<file path="config.mk">
export PLATFORM = sky130hd
export DESIGN_NAME = lcd_static_drv
export DESIGN_NICKNAME = d
export VERILOG_FILES = /design/src/rtl/lcd_pkg.sv /design/src/rtl/lcd_bp_div.sv /design/src/rtl/lcd_digit_dec.sv /design/src/rtl/lcd_phase_drv.sv /design/src/rtl/lcd_static_drv.sv
export SDC_FILE = /design/constraint.sdc
export NUM_CORES = 1
export LEC_CHECK = 0
export ABC_AREA = 1
export CORE_ASPECT_RATIO = 1.25
export CORE_UTILIZATION = 57
export CTS_CLUSTER_SIZE = 28
export DETAILED_ROUTE_END_ITERATION = 8
export DONT_BUFFER_PORTS = 1
export HOLD_SLACK_MARGIN = 0.15
export PLACE_DENSITY = 0.85
export SYNTH_ARGS = -nofsm -noshare
export SYNTH_HDL_FRONTEND = slang
export SYNTH_SLANG_ARGS = --single-unit
</file>
<file path="constraint.sdc">
create_clock -name clk_i -period 1.5 [get_ports clk_i]
set_clock_uncertainty 0.05 [all_clocks]
set_input_delay 0.3 -clock clk_i [delete_from_list [all_inputs] [get_ports clk_i]]
set_output_delay 0.3 -clock clk_i [all_outputs]
set_load 0.005 [all_outputs]
</file>
<file path="src/rtl/lcd_pkg.sv">
`timescale 1ns/1ps
package lcd_pkg;
  localparam int SEG_N = 7;
  typedef logic [SEG_N-1:0] seg7_t;

  // bit0 = a ... bit6 = g
  function automatic seg7_t bcd_to_seg7(input logic [3:0] code);
    seg7_t s;
    case (code)
      4'd0: s = 7'h3F;
      4'd1: s = 7'h06;
      4'd2: s = 7'h5B;
      4'd3: s = 7'h4F;
      4'd4: s = 7'h66;
      4'd5: s = 7'h6D;
      4'd6: s = 7'h7D;
      4'd7: s = 7'h07;
      4'd8: s = 7'h7F;
      4'd9: s = 7'h6F;
      default: s = 7'h00;
    endcase
    return s;
  endfunction
endpackage

</file>
<file path="src/rtl/lcd_bp_div.sv">
`timescale 1ns/1ps
module lcd_bp_div #(
  parameter int DIV = 800
) (
  input  logic clk_i,
  input  logic rst_ni,
  output logic bp_nxt_o,
  output logic bp_o
);
  localparam int HALF = DIV / 2;
  localparam int CW   = (HALF > 1) ? $clog2(HALF) : 1;

  logic [CW-1:0] cnt_q;
  logic          bp_q;
  logic          wrap;

  assign wrap     = (cnt_q == CW'(HALF - 1));
  assign bp_nxt_o = wrap ? ~bp_q : bp_q;
  assign bp_o     = bp_q;

  always_ff @(posedge clk_i or negedge rst_ni) begin
    if (!rst_ni) begin
      cnt_q <= '0;
      bp_q  <= 1'b0;
    end else begin
      cnt_q <= wrap ? '0 : cnt_q + 1'b1;
      bp_q  <= bp_nxt_o;
    end
  end
endmodule

</file>
<file path="src/rtl/lcd_digit_dec.sv">
`timescale 1ns/1ps
module lcd_digit_dec
  import lcd_pkg::*;
(
  input  logic [3:0] code_i,
  input  logic       blank_i,
  output seg7_t      seg_o
);
  assign seg_o = blank_i ? '0 : bcd_to_seg7(code_i);
endmodule

</file>
<file path="src/rtl/lcd_phase_drv.sv">
`timescale 1ns/1ps
module lcd_phase_drv #(
  parameter int W = 23
) (
  input  logic         clk_i,
  input  logic         rst_ni,
  input  logic [W-1:0] lit_i,
  input  logic         bp_nxt_i,
  input  logic         lamp_i,
  output logic [W-1:0] drv_o
);
  // registered against the next backplane level: same edge as bp
  always_ff @(posedge clk_i or negedge rst_ni) begin
    if (!rst_ni)     drv_o <= '0;
    else if (lamp_i) drv_o <= '1;
    else             drv_o <= lit_i ^ {W{bp_nxt_i}};
  end
endmodule

</file>
<file path="src/rtl/lcd_static_drv.sv">
`timescale 1ns/1ps
module lcd_static_drv
  import lcd_pkg::*;
#(
  parameter int DIGITS = 3,
  parameter int DIV    = 800
) (
  input  logic                  clk_i,
  input  logic                  rst_ni,
  input  logic                  load_i,
  input  logic                  thou_i,
  input  logic [4*DIGITS-1:0]   bcd_i,
  input  logic                  neg_i,
  input  logic                  ovr_i,
  input  logic                  lamp_i,
  output logic [7*DIGITS-1:0]   seg_o,
  output logic                  thou_o,
  output logic                  pol_o,
  output logic                  bp_o
);
  localparam int BCD_W = 4 * DIGITS;
  localparam int SEG_W = SEG_N * DIGITS;
  localparam int LIT_W = SEG_W + 2;

  logic             lat_thou, lat_neg, lat_ovr;
  logic [BCD_W-1:0] lat_bcd;
  logic [SEG_W-1:0] dig_seg;
  logic [LIT_W-1:0] lit, drv;
  logic             bp_nxt;

  always_ff @(posedge clk_i or negedge rst_ni) begin
    if (!rst_ni) begin
      lat_thou <= 1'b0;
      lat_neg  <= 1'b0;
      lat_ovr  <= 1'b0;
      lat_bcd  <= '1;  // all codes 15: blank
    end else if (load_i) begin
      lat_thou <= thou_i;
      lat_neg  <= neg_i;
      lat_ovr  <= ovr_i;
      lat_bcd  <= bcd_i;
    end
  end

  for (genvar g = 0; g < DIGITS; g++) begin : g_dig
    lcd_digit_dec u_dec (
      .code_i (lat_bcd[4*g +: 4]),
      .blank_i(lat_ovr),
      .seg_o  (dig_seg[SEG_N*g +: SEG_N])
    );
  end

  assign lit = {lat_neg, lat_thou | lat_ovr, dig_seg};

  lcd_bp_div #(.DIV(DIV)) u_div (
    .clk_i   (clk_i),
    .rst_ni  (rst_ni),
    .bp_nxt_o(bp_nxt),
    .bp_o    (bp_o)
  );

  lcd_phase_drv #(.W(LIT_W)) u_drv (
    .clk_i   (clk_i),
    .rst_ni  (rst_ni),
    .lit_i   (lit),
    .bp_nxt_i(bp_nxt),
    .lamp_i  (lamp_i),
    .drv_o   (drv)
  );

  assign seg_o  = drv[SEG_W-1:0];
  assign thou_o = drv[SEG_W];
  assign pol_o  = drv[SEG_W+1];
endmodule

</file>
==> results of run 1 <==
==> power by group through the flow <==
| stage | Clock, mW | Sequential (mW) | Combinational (mW) |
|---|---|---|---|
| final | 1.07 | 1.49 | 0.703 |
| after global routing | 1.15 | 1.50 | 0.796 |
| after CTS | 1.08 | 1.48 | 0.640 |
| after detailed placement | 0 | 1.51 | 0.543 |
| after global placement | 0 | 1.50 | 0.530 |
| after floorplan | 0 | 1.49 | 0.382 |
==> what timing repair did <==
action                                  4_1_cts  5_1_grt
resized for setup                            11       38
hold buffers                                 18        0
gates cloned                                  0        6
pin swaps                                     1       10
hold endpoints to repair                     63        0
setup buffers                                 0        6
endpoints found under the setup margin       22       30
==> worst register-to-register path, stage by stage (launching register included) <==
cell and delay (ns):
sky130_fd_sc_hd__dfrtp_1 0.37, sky130_fd_sc_hd__ha_2 0.21, sky130_fd_sc_hd__nand2_4 0.08, sky130_fd_sc_hd__nor2_8 0.12, sky130_fd_sc_hd__buf_12 0.13, sky130_fd_sc_hd__nand4_4 0.11
sky130_fd_sc_hd__buf_12 0.19, sky130_fd_sc_hd__nand3_1 0.10, sky130_fd_sc_hd__nand3_1 0.09
==> kinds of logic after synthesis <==
logic type	share of synthesized area (%)
compound gates	5.26
simple gates	34.8
fa+ha+maj	7.01
xor+xnor	0.921
flops	42.6
buf+inv	9.03
mux	0.395
==> state kept, by name (all words and copies together), names as in the netlist <==
signal	flops
u_drv.drv_o	23
lat_neg	1
u_div.bp_o	1
lat_thou	1
lat_ovr	1
lat_bcd	12
u_div.cnt_q	9
==> final timing paths <==
| path | to | slack (ns) |
|---|---|---|
| setup / recovery | u_drv.drv_o[12] | -0.07 |
| hold / removal | u_drv.drv_o[3] | 0.32 |
| setup reg to reg | u_drv.drv_o[12] | -0.07 |
| hold reg to reg | u_div.cnt_q[1] | 0.48 |
| max in group asynchronous | lat_bcd[5] | 0.66 |
| min in group asynchronous | u_drv.drv_o[1] | 0.45 |
==> per-stage QoR <==
stage	cell area, um^2	cells	utilization (%)	hold slack [ns]
2_1_floorplan	2850	366	-	-0.0456
3_3_place_gp	3100	445	65.1	-0.0444
3_5_place_dp	3100	445	65.1	-0.0445
4_1_cts	3480	470	73.0	0.301
5_1_grt	3740	482	78.6	0.310
6_report	3740	482	78.6	0.318
==> metal layers <==
layer	vias up	share of wire [%]	GRT usage, %
met5	-	0	0
met4	0	2.9	8.04
met3	21	6.8	5.62
met2	104	52	42.8
met1	1218	38	30.0
li1	1287	-	-
==> cells in the final DEF, fill, tap and decap left out, types with 2 or more instances in the layout <==
cell	netlist	layout
sky130_fd_sc_hd__nand3_4	0	2
sky130_fd_sc_hd__ha_4	0	2
sky130_fd_sc_hd__nand3_2	5	6
sky130_fd_sc_hd__clkbuf_8	0	5
sky130_fd_sc_hd__inv_2	1	5
sky130_fd_sc_hd__nand2_2	1	7
sky130_fd_sc_hd__nand2_4	2	5
sky130_fd_sc_hd__a21oi_1	11	8
sky130_fd_sc_hd__inv_1	41	35
sky130_fd_sc_hd__inv_4	0	2
sky130_fd_sc_hd__o21ai_0	19	14
sky130_fd_sc_hd__buf_4	0	34
sky130_fd_sc_hd__nand2_8	0	2
sky130_fd_sc_hd__buf_12	0	3
sky130_fd_sc_hd__dfrtp_1	36	36
sky130_fd_sc_hd__nand3_1	72	69
sky130_fd_sc_hd__o21ai_1	0	4
sky130_fd_sc_hd__nand2_1	77	69
sky130_fd_sc_hd__ha_2	0	2
sky130_fd_sc_hd__xor2_1	3	3
sky130_fd_sc_hd__a21oi_2	0	3
sky130_fd_sc_hd__nor2_1	49	44
sky130_fd_sc_hd__ha_1	16	12
sky130_fd_sc_hd__nand4_4	1	2
sky130_fd_sc_hd__bufinv_16	0	2
sky130_fd_sc_hd__clkbuf_16	0	2
sky130_fd_sc_hd__dfstp_2	12	12
sky130_fd_sc_hd__buf_6	6	3
sky130_fd_sc_hd__nor2_2	0	4
sky130_fd_sc_hd__nor3_1	2	2
sky130_fd_sc_hd__dlygate4sd3_1	0	16
==> final cells by class <==
| class | instances | area, um^2 | share of cell area [%] |
|---|---|---|---|
| well taps | 60 | 75.1 | 2.00 |
| flip-flops and latches | 48 | 1220 | 32.5 |
| clock buffers | 5 | 68.8 | 1.84 |
| multi-input cells | 265 | 1560 | 41.7 |
| inverters | 42 | 163 | 4.34 |
| repair buffers | 60 | 599 | 16.0 |
| clock inverters | 2 | 60.1 | 1.60 |
==> metrics.txt, run 1 <==
# TYPE chip_impl_metric gauge
chip_impl_info{name="run_status",value="complete, but fails checks"} 1
chip_impl_info{name="violations",value="negative setup slack"} 1
chip_impl_metric{name="clk_transition_reported_paths",unit="ns"} 0.09
chip_impl_metric{name="worst_ep_required_time",unit="ns"} 1.63
chip_impl_metric{name="via_count",unit=""} 2630
chip_impl_metric{name="path_buf_inv",unit=""} 2
chip_impl_metric{name="synth.yosys.seq_area_share",unit="%"} 42.6
chip_impl_metric{name="post-route-drc-count",unit=""} 0
chip_impl_metric{name="cts_htree_levels",unit=""} 2
chip_impl_metric{name="globalRouteOverflowTotal",unit=""} 0
chip_impl_info{name="netlist_top_cells_area",value="sky130_fd_sc_hd__dfrtp_1, sky130_fd_sc_hd__nand3_1, sky130_fd_sc_hd__dfstp_2"} 1
chip_impl_info{name="worst_hold_startpoint",value="lamp_i"} 1
chip_impl_metric{name="ys_seq_elements",unit=""} 48
chip_impl_info{name="cts_tree",value="yes"} 1
chip_impl_info{name="critical_path_end_type",value="flip-flop"} 1
chip_impl_metric{name="portBuffers",unit=""} 0
chip_impl_metric{name="drtPass1Iterations",unit=""} 4
chip_impl_info{name="yosys.cell_count.top_type",value="sky130_fd_sc_hd__nand2_1"} 1
chip_impl_metric{name="die_h",unit="um"} 81.1
chip_impl_metric{name="power",unit="mW"} 3.26
chip_impl_metric{name="totalWireLength",unit="mm"} 7.04
chip_impl_info{name="synth_top_cell_by_area",value="sky130_fd_sc_hd__dfrtp_1"} 1
chip_impl_info{name="crit_family",value="simple AND/OR/NAND/NOR gates"} 1
chip_impl_metric{name="via_count_of_the_first_global_routing_pass",unit=""} 2276
chip_impl_metric{name="grt_antenna_before_repair",unit=""} 0
chip_impl_metric{name="max_slew.worst_pin.slew",unit="ns"} 0.620
chip_impl_metric{name="drt-vias-per-instance",unit=""} 5.46
chip_impl_metric{name="grt_use_total",unit="%"} 24.6
chip_impl_info{name="reg2reg_from",value="u_div.cnt_q[0]"} 1
chip_impl_metric{name="insertedDiodeCount",unit=""} 0
chip_impl_metric{name="timing.critical_path.arrival",unit="ns"} 1.69
chip_impl_metric{name="net_count_final",unit=""} 457
chip_impl_metric{name="timing.final.setup_violations",unit=""} 24
chip_impl_metric{name="preCtsSetupSlack",unit="ns"} -0.0272
chip_impl_metric{name="initialDrtViolationCount",unit=""} 172
chip_impl_metric{name="timing.reg2reg.worst_path_depth",unit=""} 8
chip_impl_metric{name="static-leakage-power",unit="nW"} 1.85
chip_impl_metric{name="grt_pass1_wl",unit="mm"} 9.98
chip_impl_metric{name="period_share",unit="%"} 105
chip_impl_metric{name="antenna_violating_nets_post_route",unit=""} 0
chip_impl_metric{name="power_switching",unit="uW"} 886
chip_impl_metric{name="finalWeightedCongestion",unit=""} 0.861
chip_impl_metric{name="synth_to_final_area_change",unit="%"} 31.2
chip_impl_metric{name="worst_skew_pair.late_latency",unit="ns"} 0.30
chip_impl_info{name="startpoint_type",value="flip-flop"} 1
chip_impl_metric{name="report.final.slew_viol_count",unit=""} 0
chip_impl_metric{name="yosysUniqueCellTypes",unit=""} 23
chip_impl_info{name="critical_path_cell_with_the_highest_stage_delay",value="sky130_fd_sc_hd__dfrtp_1"} 1
chip_impl_metric{name="clock_tree.buffer_depth",unit=""} 2
chip_impl_metric{name="core_region_area",unit="mm^2"} 0.00476
chip_impl_metric{name="floorplan.die.width",unit="um"} 65.3
chip_impl_info{name="timing.critical_path.from",value="u_div.cnt_q[0]"} 1
chip_impl_metric{name="layout_setup_ws",unit="ns"} -0.0679
chip_impl_metric{name="summed_negative_setup_slack_over_all_endpoints",unit="ns"} -0.822
chip_impl_metric{name="synth.top_cell.area_share",unit="%"} 31.6
chip_impl_metric{name="clock_power_share",unit="%"} 32.9
chip_impl_metric{name="drive_gt1_share",unit="%"} 25.8
chip_impl_metric{name="p_per_area",unit="mW/mm^2"} 872
chip_impl_metric{name="clock_sink_count",unit=""} 48
chip_impl_metric{name="initial_utilization",unit="%"} 59.9
chip_impl_metric{name="maxCapViolations",unit=""} 0
chip_impl_metric{name="relSlewSlack",unit="%"} 58.7
chip_impl_metric{name="synth_nets",unit=""} 401
chip_impl_info{name="worstHoldPathType",value="primary input to flip-flop"} 1
chip_impl_metric{name="hpwlAfterDp",unit="mm"} 4.21
chip_impl_metric{name="share_of_total_power_in_sequential_cells",unit="%"} 45.6
chip_impl_metric{name="pin_count_of_the_biggest_net_entering_global_routing",unit=""} 49
chip_impl_metric{name="critical_path_depth",unit=""} 8
chip_impl_metric{name="synth_area",unit="mm^2"} 0.00285
chip_impl_metric{name="synthesis.yosys.warnings",unit=""} 0
chip_impl_metric{name="boundaryPins",unit=""} 43
chip_impl_metric{name="crit_path_max_fanout",unit=""} 24
chip_impl_metric{name="synth-async-reset-ratio",unit="%"} 100
chip_impl_info{name="cts-root-buf",value="sky130_fd_sc_hd__clkbuf_8"} 1
chip_impl_info{name="path_cells",value="ha_2, nand2_4, nor2_8, buf_12, nand4_4, buf_12, nand3_1, nand3_1"} 1
chip_impl_metric{name="delay_of_the_slowest_cell_on_the_worst_path",unit="ns"} 0.37
chip_impl_metric{name="max_freq",unit="GHz"} 0.638
chip_impl_metric{name="nFillCells",unit=""} 323
chip_impl_info{name="setup.worst_path.class",value="flip-flop to flip-flop"} 1
chip_impl_info{name="postSynth.topFlopCell",value="sky130_fd_sc_hd__dfrtp_1"} 1
chip_impl_metric{name="post-route-min-period",unit="ns"} 1.57
chip_impl_metric{name="sw_frac_of_total",unit="%"} 27.1
chip_impl_metric{name="number_of_enable_flip_flop_cells_after_synthesis",unit=""} 0
chip_impl_metric{name="timing_hold_violations_final",unit=""} 0
chip_impl_metric{name="gate_count_after_technology_mapping",unit=""} 366
chip_impl_metric{name="whs_path_depth",unit=""} 3
chip_impl_info{name="unrepaired_setup_endpoints_after_global_routing",value="true"} 1
chip_impl_metric{name="die_area",unit="mm^2"} 0.00530
chip_impl_metric{name="wl_per_cell",unit="um"} 14.6
chip_impl_metric{name="vdd.ir_drop.worst",unit="V"} 0.000673
chip_impl_metric{name="syn-mean-instance-area",unit="um^2"} 7.80
chip_impl_metric{name="row_count",unit=""} 28
chip_impl_metric{name="power_report.internal_total",unit="mW"} 2.38
chip_impl_metric{name="p_comb_share",unit="%"} 21.5
chip_impl_info{name="synth_top_cells_by_count",value="sky130_fd_sc_hd__nand2_1, sky130_fd_sc_hd__nand3_1, sky130_fd_sc_hd__nor2_1"} 1
chip_impl_metric{name="numCtsBuffers",unit=""} 5
(Power assumes the default switching activity.)
==> run 2, diff against run 1 <==
Settings changed: CORE_UTILIZATION 57 to 60, CTS_BUF_LIST from default to sky130_fd_sc_hd__clkbuf_8, PLACE_DENSITY 0.85 to 0.89.
==> run 2 against run 1 <==
Compared with the run above:
- the flow still finishes with violations (negative setup slack)
- largest power group unchanged
- total power decreased by 0.44%
- via count increased by 13%
- clock power decreased by 6%
- global-route usage increased by 1.8 points
- hold slack got worse by 0.0039 ns
- cell area increased by 0.23%
- setup slack got worse by 0.17 ns
- clock-buffer cell count increased by 1
- final cell count decreased by 1.9%
==> metrics.txt, run 2 (synthesis gave the netlist of run 1 again) <==
# TYPE chip_impl_metric gauge
chip_impl_info{name="run_status",value="complete, but fails checks"} 1
chip_impl_info{name="violations",value="negative setup slack"} 1
chip_impl_metric{name="hpwlAfterDp",unit="mm"} 4.35
chip_impl_metric{name="drtPass1Iterations",unit=""} 8
chip_impl_metric{name="relSlewSlack",unit="%"} 56.7
chip_impl_metric{name="stdcell_area",unit="mm^2"} 0.00375
chip_impl_metric{name="post-route-drc-count",unit=""} 0
chip_impl_info{name="cts_tree",value="yes"} 1
chip_impl_metric{name="insertedDiodeCount",unit=""} 0
chip_impl_info{name="layout.cells.most_common_list",value="sky130_fd_sc_hd__nand2_1, sky130_fd_sc_hd__nor2_1, sky130_fd_sc_hd__nand3_1, sky130_fd_sc_hd__inv_1, sky130_fd_sc_hd__dfrtp_1"} 1
chip_impl_metric{name="globalRouteOverflowTotal",unit=""} 0
chip_impl_metric{name="max_slew.worst_pin.slew",unit="ns"} 0.649
chip_impl_info{name="worst_hold_startpoint",value="lamp_i"} 1
chip_impl_metric{name="drt-vias-per-instance",unit=""} 6.30
chip_impl_metric{name="worst_skew_pair.late_latency",unit="ns"} 0.30
chip_impl_metric{name="clk_transition_reported_paths",unit="ns"} 0.09
chip_impl_metric{name="totalWireLength",unit="mm"} 8.89
chip_impl_info{name="setup.worst_path.class",value="flip-flop to flip-flop"} 1
chip_impl_metric{name="boundaryPins",unit=""} 43
chip_impl_info{name="critical_path_end_type",value="flip-flop"} 1
chip_impl_info{name="startpoint_type",value="flip-flop"} 1
chip_impl_metric{name="post-route-min-period",unit="ns"} 1.74
chip_impl_metric{name="power_switching",unit="uW"} 993
chip_impl_info{name="path_cells",value="inv_2, ha_1, o21ai_0, nor2_1, nor2_1, nand3_1, nand3_2"} 1
chip_impl_metric{name="net_count_final",unit=""} 449
chip_impl_metric{name="die_area",unit="mm^2"} 0.00504
chip_impl_metric{name="vdd.ir_drop.worst",unit="V"} 0.000716
chip_impl_metric{name="post-place-cells",unit=""} 441
chip_impl_metric{name="timing_hold_violations_final",unit=""} 0
chip_impl_metric{name="layout_setup_ws",unit="ns"} -0.239
chip_impl_metric{name="worst_hold_margin",unit="ns"} 0.314
chip_impl_metric{name="clock_sink_count",unit=""} 48
chip_impl_metric{name="fin_util",unit="%"} 83.5
chip_impl_metric{name="pin_count_of_the_biggest_net_entering_global_routing",unit=""} 49
chip_impl_metric{name="numCtsBuffers",unit=""} 5
chip_impl_metric{name="clock_power_share",unit="%"} 30.9
chip_impl_metric{name="static-leakage-power",unit="nW"} 1.82
chip_impl_metric{name="grt_use_total",unit="%"} 26.4
chip_impl_metric{name="synth_to_final_area_change",unit="%"} 31.5
chip_impl_info{name="critical_path_cell_with_the_highest_stage_delay",value="sky130_fd_sc_hd__dfstp_2"} 1
chip_impl_info{name="reg2reg_from",value="lat_bcd[5]"} 1
chip_impl_metric{name="timing.reg2reg.worst_path_depth",unit=""} 7
chip_impl_metric{name="initialDrtViolationCount",unit=""} 439
chip_impl_metric{name="sw_frac_of_total",unit="%"} 30.6
chip_impl_metric{name="timing.critical_path.arrival",unit="ns"} 1.93
chip_impl_metric{name="floorplan.die.width",unit="um"} 63.7
chip_impl_metric{name="via_count",unit=""} 2979
chip_impl_metric{name="path_buf_inv",unit=""} 1
chip_impl_metric{name="crit_path_max_fanout",unit=""} 5
chip_impl_metric{name="cts_htree_levels",unit=""} 2
chip_impl_info{name="crit_path_frequent_cell",value="sky130_fd_sc_hd__nor2_1"} 1
chip_impl_info{name="registers.top_by_ff_count",value="u_drv.drv_o"} 1
chip_impl_metric{name="power_report.internal_total",unit="mW"} 2.26
chip_impl_metric{name="power",unit="mW"} 3.25
chip_impl_metric{name="antenna_violating_nets_post_route",unit=""} 0
chip_impl_metric{name="period_share",unit="%"} 116
chip_impl_metric{name="maxCapViolations",unit=""} 0
chip_impl_info{name="crit_family",value="flip-flops"} 1
chip_impl_metric{name="p_comb_share",unit="%"} 23.4
chip_impl_metric{name="portBuffers",unit=""} 0
chip_impl_info{name="largestRegisters",value="u_drv.drv_o: 23 flops, lat_bcd: 12 flops, u_div.cnt_q: 9 flops"} 1
chip_impl_metric{name="row_count",unit=""} 27
chip_impl_metric{name="grt_antenna_before_repair",unit=""} 0
chip_impl_metric{name="number_of_flip_flops_in_the_largest_register",unit=""} 23
chip_impl_info{name="cts-root-buf",value="sky130_fd_sc_hd__clkbuf_8"} 1
chip_impl_metric{name="report.final.slew_viol_count",unit=""} 0
chip_impl_metric{name="grt_pass1_wl",unit="mm"} 10.6
chip_impl_metric{name="p_per_area",unit="mW/mm^2"} 866
chip_impl_metric{name="max_freq",unit="GHz"} 0.575
chip_impl_metric{name="drive_gt1_share",unit="%"} 27.2
chip_impl_metric{name="finalWeightedCongestion",unit=""} 0.936
chip_impl_metric{name="clock_tree.buffer_depth",unit=""} 2
chip_impl_info{name="worst_hold_path.endpoint",value="u_drv.drv_o[6]"} 1
chip_impl_metric{name="whs_path_depth",unit=""} 3
chip_impl_info{name="unrepaired_setup_endpoints_after_global_routing",value="true"} 1
chip_impl_metric{name="delay_of_the_slowest_cell_on_the_worst_path",unit="ns"} 0.55
chip_impl_metric{name="worst_ep_required_time",unit="ns"} 1.69
chip_impl_metric{name="timing.final.setup_violations",unit=""} 30
chip_impl_metric{name="wl_per_cell",unit="um"} 18.8
chip_impl_metric{name="final_cells",unit=""} 473
chip_impl_metric{name="via_count_of_the_first_global_routing_pass",unit=""} 2387
chip_impl_metric{name="share_of_total_power_in_sequential_cells",unit="%"} 45.7
chip_impl_info{name="reg2reg_to",value="u_drv.drv_o[10]"} 1
chip_impl_info{name="worstHoldPathType",value="primary input to flip-flop"} 1
chip_impl_metric{name="core_region_area",unit="mm^2"} 0.00449
chip_impl_metric{name="initial_utilization",unit="%"} 63.5
chip_impl_metric{name="dpl_cell_area",unit="mm^2"} 0.00308
chip_impl_metric{name="die_h",unit="um"} 79.1
chip_impl_info{name="mostFrequentLayoutCell",value="sky130_fd_sc_hd__nand2_1"} 1
chip_impl_metric{name="setup.reg_to_reg.worst_slack",unit="ns"} -0.24
==> run 2: changes by cell type in the layout (fill, tap and decap cells not counted), moves of 3 or more <==
cell and delta:
sky130_fd_sc_hd__a21oi_1 +3, sky130_fd_sc_hd__a21oi_2 -3, sky130_fd_sc_hd__buf_4 -4, sky130_fd_sc_hd__nand2_1 +4, sky130_fd_sc_hd__nand2_2 -3, sky130_fd_sc_hd__nand2_4 -3, sky130_fd_sc_hd__nand3_1 -24, sky130_fd_sc_hd__nand3_2 +21
sky130_fd_sc_hd__nand3_4 +3, sky130_fd_sc_hd__nor2_1 +3
==> run 2: layout make-up <==
type | instances | area, um^2
multi-input combinational | 263 | 1650
sequential | 48 | 1220
fill | 234 | 739
timing repair buffer | 54 | 538
inverter | 42 | 158
clock buffer | 6 | 82.6
tap | 58 | 72.6
clock inverter | 2 | 38.8
==> run 2: worst reg2reg max path, stage by stage (launching register included) <==
cell and delay (ns):
sky130_fd_sc_hd__dfstp_2 0.55, sky130_fd_sc_hd__inv_2 0.06, sky130_fd_sc_hd__ha_1 0.22, sky130_fd_sc_hd__o21ai_0 0.30, sky130_fd_sc_hd__nor2_1 0.09, sky130_fd_sc_hd__nor2_1 0.16
sky130_fd_sc_hd__nand3_1 0.15, sky130_fd_sc_hd__nand3_2 0.10
==> run 2: worst max path at each step <==
stage,startpoint,endpoint,slack [ns],depth (start not counted)
finish,lat_bcd[5],u_drv.drv_o[10],-0.24,7
global route,lat_bcd[5],u_drv.drv_o[10],-0.26,7
CTS,u_div.cnt_q[1],u_drv.drv_o[8],-0.04,7
detailed placement,u_div.cnt_q[1],u_drv.drv_o[4],-0.03,7
global placement,u_div.cnt_q[0],u_drv.drv_o[8],0.03,7
floorplan,u_div.cnt_q[0],u_drv.drv_o[12],0.05,7
==> run 2: repair_timing <==
item | in CTS | in global routing
endpoints found under the setup margin | 22 | 32
setup buffers | 1 | 1
gates cloned | 0 | 4
pin swaps | 3 | 24
endpoints found under the hold margin | 63 | 0
resized for setup | 11 | 46
hold buffers | 18 | 0
==> run 2: power groups by stage <==
stage / logic [mW] / clock network [mW] / registers, mW
4_1_cts: 0.645 / 1.00 / 1.48
3_5_place_dp: 0.540 / 0 / 1.51
6_report: 0.761 / 1.01 / 1.48
5_1_grt: 0.830 / 1.06 / 1.49
3_3_place_gp: 0.521 / 0 / 1.50
2_1_floorplan: 0.382 / 0 / 1.49
==> run 2: stage by stage <==
step / TNS, ns / worst slack (ns)
floorplan: 0 / 0.0484
global placement: 0 / 0.0270
detailed placement: -0.370 / -0.0335
CTS: -0.0737 / -0.0351
global route: -5.04 / -0.260
finish: -3.78 / -0.239
==> run 2: per-layer routing <==
metal  global-route usage, %  wire length, um
met1                    33.2             3220
met5                       0                0
met4                    8.86              408
met3                    4.31              906
met2                    45.7             4360
==> run 3, diff against run 2 <==
==> constraint.sdc (replaced) <==
create_clock -name clk_i -period 1.5 [get_ports clk_i]
set_clock_uncertainty 0.05 [all_clocks]
set_input_delay 0 -clock clk_i [delete_from_list [all_inputs] [get_ports clk_i]]
set_output_delay 0 -clock clk_i [all_outputs]
set_load 0.005 [all_outputs]
==> run 3 against run 2 <==
Compared with the run above:
- the flow still finishes with violations (negative setup slack)
- utilization is 2.1 points lower
- sequential cell count stayed put
- final cell count is 0.42% higher
- die area stayed put
- fmax is 7.0% higher
- cell area is 2.5% lower
- non-clock buffer count is 1 lower
- routed wire length is 14% lower
- critical endpoint is now u_drv.drv_o[8]
- largest cell class unchanged
==> metrics.txt, run 3 (synthesis gave the netlist of run 1 again) <==
# TYPE chip_impl_metric gauge
chip_impl_info{name="unrepaired_setup_endpoints_after_global_routing",value="true"} 1
chip_impl_metric{name="nFillCells",unit=""} 267
chip_impl_metric{name="fin_util",unit="%"} 81.5
chip_impl_metric{name="path_buf_inv",unit=""} 1
chip_impl_info{name="critical_path_end_type",value="flip-flop"} 1
chip_impl_metric{name="vdd.ir_drop.worst",unit="V"} 0.000754
chip_impl_metric{name="timing.final.setup_violations",unit=""} 27
chip_impl_metric{name="timing_hold_violations_final",unit=""} 0
chip_impl_metric{name="max_slew.worst_pin.slew",unit="ns"} 0.772
chip_impl_info{name="cts-root-buf",value="sky130_fd_sc_hd__clkbuf_8"} 1
chip_impl_metric{name="max_freq",unit="GHz"} 0.615
chip_impl_metric{name="maxCapViolations",unit=""} 0
chip_impl_metric{name="crit_path_max_fanout",unit=""} 23
chip_impl_metric{name="p_per_area",unit="mW/mm^2"} 826
chip_impl_metric{name="post-route-min-period",unit="ns"} 1.62
chip_impl_metric{name="pin_count_of_the_biggest_net_entering_global_routing",unit=""} 49
chip_impl_metric{name="drive_gt1_share",unit="%"} 27.1
chip_impl_metric{name="insertedDiodeCount",unit=""} 0
chip_impl_info{name="startpoint_type",value="flip-flop"} 1
chip_impl_metric{name="grt_use_total",unit="%"} 29.0
chip_impl_metric{name="drt-vias-per-instance",unit=""} 5.81
chip_impl_info{name="layout.cells.most_common_list",value="sky130_fd_sc_hd__nand2_1, sky130_fd_sc_hd__nand3_1, sky130_fd_sc_hd__nor2_1, sky130_fd_sc_hd__dfrtp_1, sky130_fd_sc_hd__inv_1"} 1
chip_impl_info{name="mostFrequentLayoutCell",value="sky130_fd_sc_hd__nand2_1"} 1
chip_impl_metric{name="stdcell_area",unit="mm^2"} 0.00366
chip_impl_metric{name="number_of_flip_flops_in_the_largest_register",unit=""} 23
chip_impl_metric{name="initial_utilization",unit="%"} 63.5
chip_impl_metric{name="period_share",unit="%"} 108
chip_impl_metric{name="floorplan.die.width",unit="um"} 63.7
chip_impl_metric{name="core_region_area",unit="mm^2"} 0.00449
chip_impl_metric{name="dpl_cell_area",unit="mm^2"} 0.00309
chip_impl_metric{name="net_count_final",unit=""} 451
chip_impl_metric{name="clk_transition_reported_paths",unit="ns"} 0.09
chip_impl_info{name="path_cells",value="ha_4, nand2_4, nor2_8, nand4_4, buf_12, nand3_1, nand3_1"} 1
chip_impl_metric{name="worst_hold_margin",unit="ns"} 0.151
chip_impl_metric{name="worst_skew_pair.late_latency",unit="ns"} 0.31
chip_impl_metric{name="die_area",unit="mm^2"} 0.00504
chip_impl_info{name="crit_path_frequent_cell",value="sky130_fd_sc_hd__nand3_1"} 1
chip_impl_metric{name="globalRouteOverflowTotal",unit=""} 0
chip_impl_metric{name="timing.critical_path.arrival",unit="ns"} 1.72
chip_impl_metric{name="layout_setup_ws",unit="ns"} -0.125
chip_impl_metric{name="totalWireLength",unit="mm"} 7.68
chip_impl_metric{name="delay_of_the_slowest_cell_on_the_worst_path",unit="ns"} 0.41
chip_impl_metric{name="hpwlAfterDp",unit="mm"} 4.49
chip_impl_metric{name="finalWeightedCongestion",unit=""} 0.914
chip_impl_metric{name="portBuffers",unit=""} 0
chip_impl_metric{name="synth_to_final_area_change",unit="%"} 28.3
chip_impl_info{name="critical_path_cell_with_the_highest_stage_delay",value="sky130_fd_sc_hd__dfrtp_1"} 1
chip_impl_metric{name="clock_sink_count",unit=""} 48
chip_impl_metric{name="via_count",unit=""} 2762
chip_impl_metric{name="grt_antenna_before_repair",unit=""} 0
chip_impl_metric{name="wl_per_cell",unit="um"} 16.2
chip_impl_metric{name="relSlewSlack",unit="%"} 48.4
chip_impl_info{name="registers.top_by_ff_count",value="u_drv.drv_o"} 1
chip_impl_info{name="worstHoldPathType",value="primary input to async pin"} 1
chip_impl_info{name="crit_family",value="simple AND/OR/NAND/NOR gates"} 1
chip_impl_metric{name="antenna_violating_nets_post_route",unit=""} 0
chip_impl_info{name="violations",value="negative setup slack"} 1
chip_impl_metric{name="cts_htree_levels",unit=""} 2
chip_impl_metric{name="static-leakage-power",unit="nW"} 1.77
chip_impl_info{name="run_status",value="complete, but fails checks"} 1
chip_impl_metric{name="post-route-drc-count",unit=""} 0
chip_impl_metric{name="numCtsBuffers",unit=""} 5
chip_impl_metric{name="worst_ep_required_time",unit="ns"} 1.60
chip_impl_metric{name="boundaryPins",unit=""} 43
chip_impl_metric{name="via_count_of_the_first_global_routing_pass",unit=""} 2458
chip_impl_info{name="setup.worst_path.class",value="flip-flop to flip-flop"} 1
chip_impl_metric{name="initialDrtViolationCount",unit=""} 282
chip_impl_metric{name="grt_pass1_wl",unit="mm"} 11.2
chip_impl_metric{name="clock_tree.buffer_depth",unit=""} 2
chip_impl_metric{name="preCtsSetupSlack",unit="ns"} -0.0878
chip_impl_metric{name="drtPass1Iterations",unit=""} 6
chip_impl_info{name="largestRegisters",value="u_drv.drv_o: 23 flops, lat_bcd: 12 flops, u_div.cnt_q: 9 flops"} 1
chip_impl_info{name="cts_tree",value="yes"} 1
chip_impl_metric{name="row_count",unit=""} 27
chip_impl_metric{name="report.final.slew_viol_count",unit=""} 0
chip_impl_metric{name="die_h",unit="um"} 79.1
-- run 3: path summary, 6_finish.rpt --
path,startpoint,end,slack (ns),cells past startpoint
max reg2reg,u_div.cnt_q[1],u_drv.drv_o[8],-0.12,7
max in group asynchronous,rst_ni,lat_bcd[3],0.97,2
min reg2reg,lat_thou,lat_thou,0.49,1
min in group clk_i,bcd_i[5],lat_bcd[5],0.30,3
max,u_div.cnt_q[1],u_drv.drv_o[8],-0.12,7
min,rst_ni,u_drv.drv_o[4],0.15,2
-- run 3: through the flow --
step                instances  setup TNS, ns  power, mW
detailed placement        442         -0.918       2.05
finish                    475          -1.85       3.02
floorplan                 366              0       1.88
CTS                       470         -0.302       2.97
global route              475          -3.35       3.18
global placement          442              0       2.02
-- run 3: power by group --
| part | total, mW | internal [mW] | leakage, nW | switching, mW |
|---|---|---|---|---|
| clock network | 0.830 | 0.374 | 0.0434 | 0.456 |
| registers | 1.49 | 1.42 | 0.534 | 0.0729 |
| logic | 0.704 | 0.295 | 1.19 | 0.409 |
| total | 3.02 | 2.08 | 1.77 | 0.938 |
-- run 3: repair_timing --
item | 4_1_cts | 5_1_grt
setup endpoints to repair | 24 | 30
hold endpoints to repair | 71 | 0
hold buffers | 19 | 0
setup buffers | 1 | 1
gates resized for setup | 23 | 33
pin swaps | 1 | 8
gates cloned | 0 | 4
-- run 3: final cells by class --
| type | count | area, um^2 | share of cell area (%) |
|---|---|---|---|
| Inverter | 42 | 160 | 4.37 |
| Timing Repair Buffer | 53 | 495 | 13.5 |
| Tap cell | 58 | 72.6 | 1.98 |
| Clock buffer | 6 | 82.6 | 2.26 |
| Clock inverter | 2 | 15.0 | 0.410 |
| Multi-Input combinational cell | 266 | 1620 | 44.2 |
| Sequential cell | 48 | 1220 | 33.2 |
-- run 3: routing by layer --
layer	track usage (%)	vias to the layer above	wire length [um]
met5	0	-	0
met4	11.8	0	349
met3	6.03	41	542
met2	50.6	173	3840
met1	34.4	1267	2950
li1	-	1281	-
